<file path="src/rtl/msg_stream_pkg.sv">
package msg_stream_pkg;
  typedef enum logic [1:0] {
    SEQ_IDLE,
    SEQ_REQ,
    SEQ_WAIT
  } seq_state_e;
endpackage

</file>
<file path="src/rtl/msg_stream_fifo.sv">
module msg_stream_fifo #(
  parameter int DATA_W = 16,
  parameter int DEPTH  = 4,
  localparam int PTR_W = (DEPTH > 1) ? $clog2(DEPTH) : 1,
  localparam int CNT_W = $clog2(DEPTH + 1)
) (
  input  logic              clk_i,
  input  logic              rst_ni,
  input  logic              wr_en_i,
  input  logic [DATA_W-1:0] wdata_i,
  input  logic              rd_en_i,
  output logic [DATA_W-1:0] rdata_o,
  output logic              empty_o,
  output logic              full_o,
  output logic [CNT_W-1:0]  count_o
);
  logic [DATA_W-1:0] store_q [DEPTH];
  logic [PTR_W-1:0]  wr_ptr_q, rd_ptr_q;
  logic [CNT_W-1:0]  cnt_q;
  logic              do_wr, do_rd;

  function automatic logic [PTR_W-1:0] ptr_next(input logic [PTR_W-1:0] p);
    return (p == PTR_W'(DEPTH - 1)) ? '0 : p + PTR_W'(1);
  endfunction

  assign empty_o = (cnt_q == '0);
  assign full_o  = (cnt_q == CNT_W'(DEPTH));
  assign count_o = cnt_q;
  assign rdata_o = store_q[rd_ptr_q];
  assign do_wr   = wr_en_i && !full_o;
  assign do_rd   = rd_en_i && !empty_o;

  always_ff @(posedge clk_i) begin
    if (do_wr) store_q[wr_ptr_q] <= wdata_i;
  end

  always_ff @(posedge clk_i or negedge rst_ni) begin
    if (!rst_ni) begin
      wr_ptr_q <= '0;
      rd_ptr_q <= '0;
      cnt_q    <= '0;
    end else begin
      if (do_wr) wr_ptr_q <= ptr_next(wr_ptr_q);
      if (do_rd) rd_ptr_q <= ptr_next(rd_ptr_q);
      case ({do_wr, do_rd})
        2'b10:   cnt_q <= cnt_q + CNT_W'(1);
        2'b01:   cnt_q <= cnt_q - CNT_W'(1);
        default: cnt_q <= cnt_q;
      endcase
    end
  end
endmodule

</file>
<file path="src/rtl/msg_stream_ctrl.sv">
module msg_stream_ctrl
  import msg_stream_pkg::*;
#(
  parameter int ADDR_W = 8,
  parameter int LEN_W  = 8
) (
  input  logic              clk_i,
  input  logic              rst_ni,
  input  logic              cmd_valid_i,
  input  logic [LEN_W-1:0]  cmd_len_i,
  input  logic [ADDR_W-1:0] cmd_addr_i,
  input  logic              fifo_full_i,
  input  logic              mem_rvalid_i,
  output logic              mem_req_o,
  output logic [ADDR_W-1:0] mem_addr_o,
  output logic              push_o,
  output logic              busy_o,
  output logic              done_o
);
  seq_state_e        state_q;
  logic [ADDR_W-1:0] addr_q;
  logic [LEN_W-1:0]  rem_q;   // words left after the current one
  logic              done_q;

  // request only when a slot is guaranteed for the returning word
  assign mem_req_o  = (state_q == SEQ_REQ) && !fifo_full_i;
  assign mem_addr_o = addr_q;
  assign push_o     = (state_q == SEQ_WAIT) && mem_rvalid_i;
  assign busy_o     = (state_q != SEQ_IDLE);
  assign done_o     = done_q;

  always_ff @(posedge clk_i or negedge rst_ni) begin
    if (!rst_ni) begin
      state_q <= SEQ_IDLE;
      addr_q  <= '0;
      rem_q   <= '0;
      done_q  <= 1'b0;
    end else begin
      done_q <= 1'b0;
      unique case (state_q)
        SEQ_IDLE: begin
          if (cmd_valid_i) begin
            addr_q  <= cmd_addr_i;
            rem_q   <= cmd_len_i;
            state_q <= SEQ_REQ;
          end
        end
        SEQ_REQ: begin
          if (mem_req_o) state_q <= SEQ_WAIT;
        end
        SEQ_WAIT: begin
          if (mem_rvalid_i) begin
            if (rem_q == '0) begin
              state_q <= SEQ_IDLE;
              done_q  <= 1'b1;
            end else begin
              rem_q   <= rem_q - LEN_W'(1);
              addr_q  <= addr_q + ADDR_W'(1);
              state_q <= SEQ_REQ;
            end
          end
        end
        default: state_q <= SEQ_IDLE;
      endcase
    end
  end
endmodule

</file>
<file path="src/rtl/msg_stream_seq.sv">
module msg_stream_seq #(
  parameter int DATA_W     = 16,
  parameter int ADDR_W     = 8,
  parameter int LEN_W      = 8,
  parameter int FIFO_DEPTH = 4,
  localparam int CNT_W     = $clog2(FIFO_DEPTH + 1)
) (
  input  logic              clk_i,
  input  logic              rst_ni,
  input  logic              cmd_valid_i,
  input  logic [LEN_W-1:0]  cmd_len_i,
  input  logic [ADDR_W-1:0] cmd_addr_i,
  output logic              mem_req_o,
  output logic [ADDR_W-1:0] mem_addr_o,
  input  logic              mem_rvalid_i,
  input  logic [DATA_W-1:0] mem_rdata_i,
  input  logic              host_wr_i,
  input  logic [DATA_W-1:0] host_wdata_i,
  input  logic              host_rd_i,
  output logic [DATA_W-1:0] fifo_rdata_o,
  output logic              fifo_empty_o,
  output logic              fifo_full_o,
  output logic [CNT_W-1:0]  fifo_count_o,
  output logic              busy_o,
  output logic              done_o
);
  logic              seq_push;
  logic              fifo_wr;
  logic [DATA_W-1:0] fifo_wdata;

  msg_stream_ctrl #(
    .ADDR_W(ADDR_W),
    .LEN_W (LEN_W)
  ) u_ctrl (
    .clk_i       (clk_i),
    .rst_ni      (rst_ni),
    .cmd_valid_i (cmd_valid_i),
    .cmd_len_i   (cmd_len_i),
    .cmd_addr_i  (cmd_addr_i),
    .fifo_full_i (fifo_full_o),
    .mem_rvalid_i(mem_rvalid_i),
    .mem_req_o   (mem_req_o),
    .mem_addr_o  (mem_addr_o),
    .push_o      (seq_push),
    .busy_o      (busy_o),
    .done_o      (done_o)
  );

  // message mode owns the write side; host writes are dropped meanwhile
  assign fifo_wr    = busy_o ? seq_push : host_wr_i;
  assign fifo_wdata = busy_o ? mem_rdata_i : host_wdata_i;

  msg_stream_fifo #(
    .DATA_W(DATA_W),
    .DEPTH (FIFO_DEPTH)
  ) u_fifo (
    .clk_i  (clk_i),
    .rst_ni (rst_ni),
    .wr_en_i(fifo_wr),
    .wdata_i(fifo_wdata),
    .rd_en_i(host_rd_i),
    .rdata_o(fifo_rdata_o),
    .empty_o(fifo_empty_o),
    .full_o (fifo_full_o),
    .count_o(fifo_count_o)
  );
endmodule

</file>
<file path="config.mk">
export PLATFORM = sky130hd
export DESIGN_NAME = msg_stream_seq
export DESIGN_NICKNAME = d
export VERILOG_FILES = /design/src/rtl/msg_stream_pkg.sv /design/src/rtl/msg_stream_fifo.sv /design/src/rtl/msg_stream_ctrl.sv /design/src/rtl/msg_stream_seq.sv
export SDC_FILE = /design/constraint.sdc
export NUM_CORES = 1
export LEC_CHECK = 0
export CAP_MARGIN = 30
export CORE_MARGIN = 8
export CORE_UTILIZATION = 29
export DETAILED_ROUTE_END_ITERATION = 8
export DONT_BUFFER_PORTS = 1
export SYNTH_ARGS = -nofsm -noshare
export SYNTH_HDL_FRONTEND = slang
export SYNTH_HIERARCHICAL = 1
export SYNTH_SLANG_ARGS = --single-unit
export TNS_END_PERCENT = 100
</file>
<file path="constraint.sdc">
create_clock -name clk_i -period 6.4 [get_ports clk_i]
set_clock_uncertainty 0.15 [all_clocks]
set_input_delay 0.32 -clock clk_i [delete_from_list [all_inputs] [get_ports clk_i]]
set_output_delay 0.32 -clock clk_i [all_outputs]
set_load 0.03 [all_outputs]
</file>
* Word-level counts from Yosys, hierarchy flattened *
Memories as Yosys holds them, arrays and structs flattened.
Index checks and enable logic that the tools add are counted.

storage, ports and cells
  bits in registers = 26
  memory bits (writable) = 64
  input bits = 54
  output and inout port bits = 32
  word-level logic and storage cells = 62
  memories = 1

memory list
  name            depth  width  rd ports  clocked after Yosys merged registers in  write ports  RTL line               RTL
  u_fifo.store_q  4      16     1         0                                        1            msg_stream_fifo.sv:17  logic [DATA_W-1:0] store_q [DEPTH];

operators by class
  add/subtract/negate cells = 6
  equal/unequal tests = 11
  muxes and demuxes = 23
  reductions and logical operators = 14

operator list
  operator                                                            count
  8-bit 2-to-1 mux                                                    6
  8-bit one-hot mux with 2 select lines                               2
  16-bit 2-to-1 mux                                                   1
  2-bit 2-to-1 mux                                                    5
  8-bit by 1-bit adder with 8-bit output, second input constant       1
  2-bit == test, second input constant                                4
  8-bit logical NOT                                                   1
  2-bit inequality test, second input constant                        4
  8-bit by 1-bit subtractor with 8-bit output, second input constant  1
  1-bit 2-to-1 mux                                                    7
  2-bit one-hot mux with 3 select lines                               1
  3-bit one-hot mux with 2 select lines                               1
  2-bit nonzero test                                                  3
  2-bit by 1-bit adder with 2-bit output, second input constant       2
  2-bit by 1-bit == test with 1-bit output, second input constant     2
  1-bit logical AND                                                   4
  4-bit AND reduction                                                 1
  3-bit by 1-bit adder with 3-bit output, second input constant       1
  3-bit == test, second input constant                                1
  3-bit logical NOT                                                   1
  3-bit AND reduction                                                 1
  3-bit by 1-bit subtractor with 3-bit output, second input constant  1
  1-bit logical NOT                                                   2
  2-bit logical NOT                                                   1

* Longest topological paths before layout *
  depth in word-level cells = 6
  depth in mapped cells = 13
  mapped depth without buffers = 12

* Modules after synthesis *
Netlist, hierarchy kept.

modules (own cells, without submodules)
  module           times used  cells each  area an instance (sq um)  seq. area each (sq um)
  msg_stream_fifo  1           124         2800.2                    2097.0
  msg_stream_ctrl  1           126         1164.9                    475.5
  msg_stream_seq   1           19          260.2                     0.0

* Least setup slack after synthesis *
No wires, ideal clock.

  path kind = register -> register
  start = reg u_fifo.cnt_q[0] (netlist: u_fifo/count_o[0])
  end = reg u_fifo.cnt_q[2] (netlist: u_fifo/count_o[2])
  setup time = 136 ps
  arrival = 2338 ps
  data required time = 6114 ps
  path slack = 3776 ps
  cell stages (with the launch flop) = 10
  buffers on the path = 0
  clock period less this slack = 2624 ps
  cells stage by stage = dfrtp_1 > nor3_1 > nand2b_1 > inv_1 > ha_1 > inv_1 > fa_1 > xor2_1 > nor2_1 > xor2_1

on the way
  longest elaborated chain between the ends = 5
  elaborated cells on any way between the ends = 12
  classes of those cells = add/sub (2); eq/ne (3); mux (1); reduce/logical (6)

RTL lines
  item                                                                         RTL line               RTL
  from (decl)                                                                  msg_stream_fifo.sv:19  logic [CNT_W-1:0] cnt_q;
  from (signal assigned)                                                       msg_stream_fifo.sv:46  2'b10: cnt_q <= cnt_q + CNT_W'(1);
  from (signal assigned)                                                       msg_stream_fifo.sv:47  2'b01: cnt_q <= cnt_q - CNT_W'(1);
  from (signal assigned)                                                       msg_stream_fifo.sv:48  default: cnt_q <= cnt_q;
  3-bit logical NOT *                                                          msg_stream_fifo.sv:26  assign empty_o = (cnt_q == '0);
  via fifo_empty_o                                                             msg_stream_seq.sv:21   output logic fifo_empty_o,
  1-bit logical NOT *                                                          msg_stream_fifo.sv:31  assign do_rd = rd_en_i && !empty_o;
  1-bit logical AND *                                                          msg_stream_fifo.sv:31
  via u_fifo.do_rd                                                             msg_stream_fifo.sv:20  logic do_wr, do_rd;
  2-bit by 1-bit == test with 1-bit output or 2-bit == test (tied branches)    msg_stream_fifo.sv:45  case ({do_wr, do_rd})
  3-bit one-hot mux with 2 select lines or 2-bit nonzero test (tied branches)  --

Mark *: on every way through the listed nets, which the timed path passes. The rest lies on a longest branch.
A chain may end at the register's enable or synchronous reset.

* Worst setup path after layout *
  start = reg u_ctrl.state_q[1]
  end = mem u_fifo.store_q[0][14], enable pin

on the way
  longest elaborated chain between the ends = 6
  elaborated cells on any way between the ends = 7
  classes of those cells = eq/ne (1); mux (3); reduce/logical (3)

RTL lines
  item                                    RTL line               RTL
  from (decl)                             msg_stream_ctrl.sv:20  seq_state_e state_q;
  from (signal assigned)                  msg_stream_ctrl.sv:34  state_q <= SEQ_IDLE;
  from (signal assigned)                  msg_stream_ctrl.sv:45  state_q <= SEQ_REQ;
  from (signal assigned)                  msg_stream_ctrl.sv:49  if (mem_req_o) state_q <= SEQ_WAIT;
  2-bit == test                           msg_stream_ctrl.sv:28  assign push_o = (state_q == SEQ_WAIT) && mem_rvalid_i;
  1-bit logical AND                       msg_stream_ctrl.sv:28
  via seq_push                            msg_stream_seq.sv:27   logic seq_push;
  1-bit 2-to-1 mux                        msg_stream_seq.sv:50   assign fifo_wr = busy_o ? seq_push : host_wr_i;
  via fifo_wr                             msg_stream_seq.sv:28   logic fifo_wr;
  1-bit logical AND                       msg_stream_fifo.sv:30  assign do_wr = wr_en_i && !full_o;
  1-bit 2-to-1 mux                        msg_stream_fifo.sv:34  if (do_wr) store_q[wr_ptr_q] <= wdata_i;
  1-bit 2-to-1 mux (not written as such)  msg_stream_fifo.sv:34
  to (decl)                               msg_stream_fifo.sv:17

The timed path passes the listed nets, and every way through them passes these cells.

==> summary.txt <==
Synth top area share = 45.48%
NumNets Final = 337
FF-to-FF Start = u_ctrl/state_q[1]$_DFFE_PN0P_
Placer Congestion = 0.8433
Startpoint Class = flop
Yosys cell types = 57
Root Buffer = clkbuf_16
Avg Cell Area, Syn = 15.71 µm²
R2R setup slack = 3.14 ns
Worst Hold Class = in -> reg
Cell count of the worst reg-to-reg path = 6
Worst-path clk slew = 0.06 ns
Vias in the first global route = 2446
Placed cell count = 441
Worst setup margin = 3.139 ns
H-tree levels = 3
Worst Setup EP = u_fifo/store_q[0][14]$_DFFE_PP_
Flops & latches, synth = 90
Status = complete, no violations
RSZ-0062 raised after global routing = no
Drt total wl = 9018 µm
Final setup vio count = 0
Clk buf depth = 2
Hold WS = 0.03387 ns
Worst path depth = 6
CTS tree = built
Initial drt markers = 146
Io pins = 86
Hold Vio Cnt, Final = 0
Max_cap viols = 0
# clock sinks = 90
Post-CTS Setup Bufs = 0
HPWL after detailed placement = 6300 µm
Post-synth ARST share = 28.89%
Crit Path Class = reg -> reg
Dominant cells by area after synthesis = edfxtp_1 45%, dfrtp_1 15%, mux4_1 5.0%
Count of input and output buffers = 0
Pin count of the biggest net entering global routing = 27
Power per cell area = 523.4 nW/µm²
Post-cts repair resize count = 0
Critical path origin = u_ctrl/state_q[1]$_DFFE_PN0P_
Fmax = 306.7 MHz
Routed length per instance = 19.39 µm
Number of synthesis warnings = 6
Row cnt = 44
Endpoint class of the critical path = flop
Fillers = 1386
Layout cells sized above 1 = 19.71%
VDD IR max = 0.0001792 V
Initial antenna violation count = 2
Drt pass-1 iters = 4
Synthesized netlist cell count = 269
Area of the die = 18690 µm²
Post-route ant nets = 0
Synth Cell Area = 4225 µm²
Post-synth EDFFs = 64
Crit-path slowest cell = and2_1
Fin crit share = 50.95%
Ys flop type = edfxtp_1
CP peak stage delay = 0.77 ns
Post-route setup TNS = 0 ns
Setup WS pre-CTS = 3.145 ns
Vias per inst = 5.017
Critical path cell sequence = nor2b_1 -> nand2_1 -> inv_1 -> mux2_2 -> nor2b_2 -> and2_1
Overall Global Routing Usage = 9.954%
Crit path DAT = 3.07 ns
Grt ovf = 0
Sequential share of the synthesized area = 60.88%
Buffers & Inverters on Critical Path = 1
Worst slew margin relative to its limit = 34.91%
Core area = 14370 µm²
Pleak = 0.001688 µW
Final Max Slew Viols = 0
Top delay family on crit path = simple AND/OR/NAND/NOR gates
Chip Height = 136.7 µm
Die width = 136.7 µm
Crit Path Max Fanout = 16
Min Tclk post-route = 3.261 ns
Largest area contributor in the netlist = edfxtp_1
Commonest non-fill, non-tap cells in the layout = 64 x edfxtp_1, 26 x dfrtp_1, 15 x inv_1
Worst Max-Slew Pin Slew = 0.9689 ns
DRC = 0
Initial core utilization = 29.41%
Layout Cells excl Fill = 465
Total CTS buffers = 9
Mapped Nets = 332
Global-route wire length before repair = 13900 µm
Layout area overhead = 11.55%
Reg-to-reg endpoint = u_fifo/store_q[0][14]$_DFFE_PP_
Commonest non-fill, non-tap cell in the layout = edfxtp_1
Via count = 2333
Worst Path Required = 6.21 ns
Skew-Pair Late Insertion Delay = 0.34 ns
Total design power = 2467 µW
==> where the power goes <==
part           total [µW]  leakage [µW]  internal [µW]  switching, µW
Combinational         913      0.000666            357            555
Clock                 486      0.000131            266            220
Sequential           1070      0.000891            836            232
==> cell type report <==
type | instances | area [µm²] | share of cell area [%]
multi-input combinational | 149 | 1480 | 31.40
antenna | 2 | 5.005 | 0.1062
timing repair buffer | 9 | 97.59 | 2.071
inverter | 15 | 56.30 | 1.195
sequential | 90 | 2572 | 54.58
clock buffer | 11 | 232.7 | 4.938
tap | 184 | 230.2 | 4.885
clock inverter | 5 | 38.79 | 0.8229
==> flip-flops by register name (all words and copies together), names as in the netlist <==
signal,flops
u_ctrl/done_o,1
u_ctrl/mem_addr_o,8
u_ctrl/rem_q,8
u_ctrl/state_q,2
u_fifo/count_o,3
u_fifo/rd_ptr_q,2
u_fifo/store_q,64
u_fifo/wr_ptr_q,2
==> metal layers <==
| metal | vias up | wire (µm) | global-route usage, % |
|---|---|---|---|
| li1 | 1068 | - | - |
| met1 | 1171 | 3494 | 11.58 |
| met2 | 89 | 4352 | 15.69 |
| met3 | 5 | 1102 | 5.250 |
| met4 | 0 | 69 | 2.746 |
| met5 | - | 0 | 0 |
==> how the worst min path moves through the flow <==
stage / cells after the start / startpoint / to
finish: 1 / cmd_addr_i[3] / u_ctrl/mem_addr_o[3]$_DFFE_PN0P_
floorplan: 0 / rst_ni / u_ctrl/done_o$_DFF_PN0_
detailed placement: 0 / rst_ni / u_ctrl/rem_q[1]$_DFFE_PN0P_
global placement: 0 / rst_ni / u_ctrl/rem_q[1]$_DFFE_PN0P_
global route: 1 / cmd_addr_i[3] / u_ctrl/mem_addr_o[3]$_DFFE_PN0P_
CTS: 1 / cmd_addr_i[3] / u_ctrl/mem_addr_o[3]$_DFFE_PN0P_
==> per-stage QoR <==
stage / utilization, % / instance area (µm²)
4_1_cts: 32.77 / 4708
3_5_place_dp: 30.39 / 4367
3_3_place_gp: 30.25 / 4347
2_1_floorplan: - / 4225
5_1_grt: 32.80 / 4713
6_report: 32.80 / 4713
==> Yosys cell counts (2+ instances only) <==
library cell,n
nand2_1,8
ha_1,8
o21ai_1,3
inv_1,15
mux2_4,10
a21oi_1,3
mux2_2,11
nor3b_1,3
nand3_1,3
or3_1,3
nor4_1,2
buf_6,3
a221oi_2,2
nor2b_1,3
and2_1,5
a22oi_1,2
buf_12,2
clkbuf_1,5
and3_1,3
mux2i_1,3
nor3_1,6
o21ai_0,7
o311a_1,2
nand4_1,3
o22ai_1,3
edfxtp_1,64
nand2b_1,2
nor2_1,12
buf_2,4
mux4_2,8
xor2_1,2
o211ai_1,2
mux4_1,8
dfrtp_1,26
==> timing repair <==
item	in CTS	in global routing
endpoints found under the setup margin	0	0
hold buffers	6	0
hold endpoints to repair	31	0
==> cell families after synthesis <==
| group | Yosys count | synth area share, % |
|---|---|---|
| DFF | 90 | 60.88 |
| and+or+nand+nor | 59 | 7.995 |
| muxes | 40 | 16.43 |
| AOI/OAI and AO/OA | 38 | 7.137 |
| buffers and inverters | 30 | 4.086 |
| adders and majority gates | 9 | 2.843 |
| xor gates and xnor gates | 3 | 0.6220 |
No activity file was read; power rests on OpenSTA's default activity.
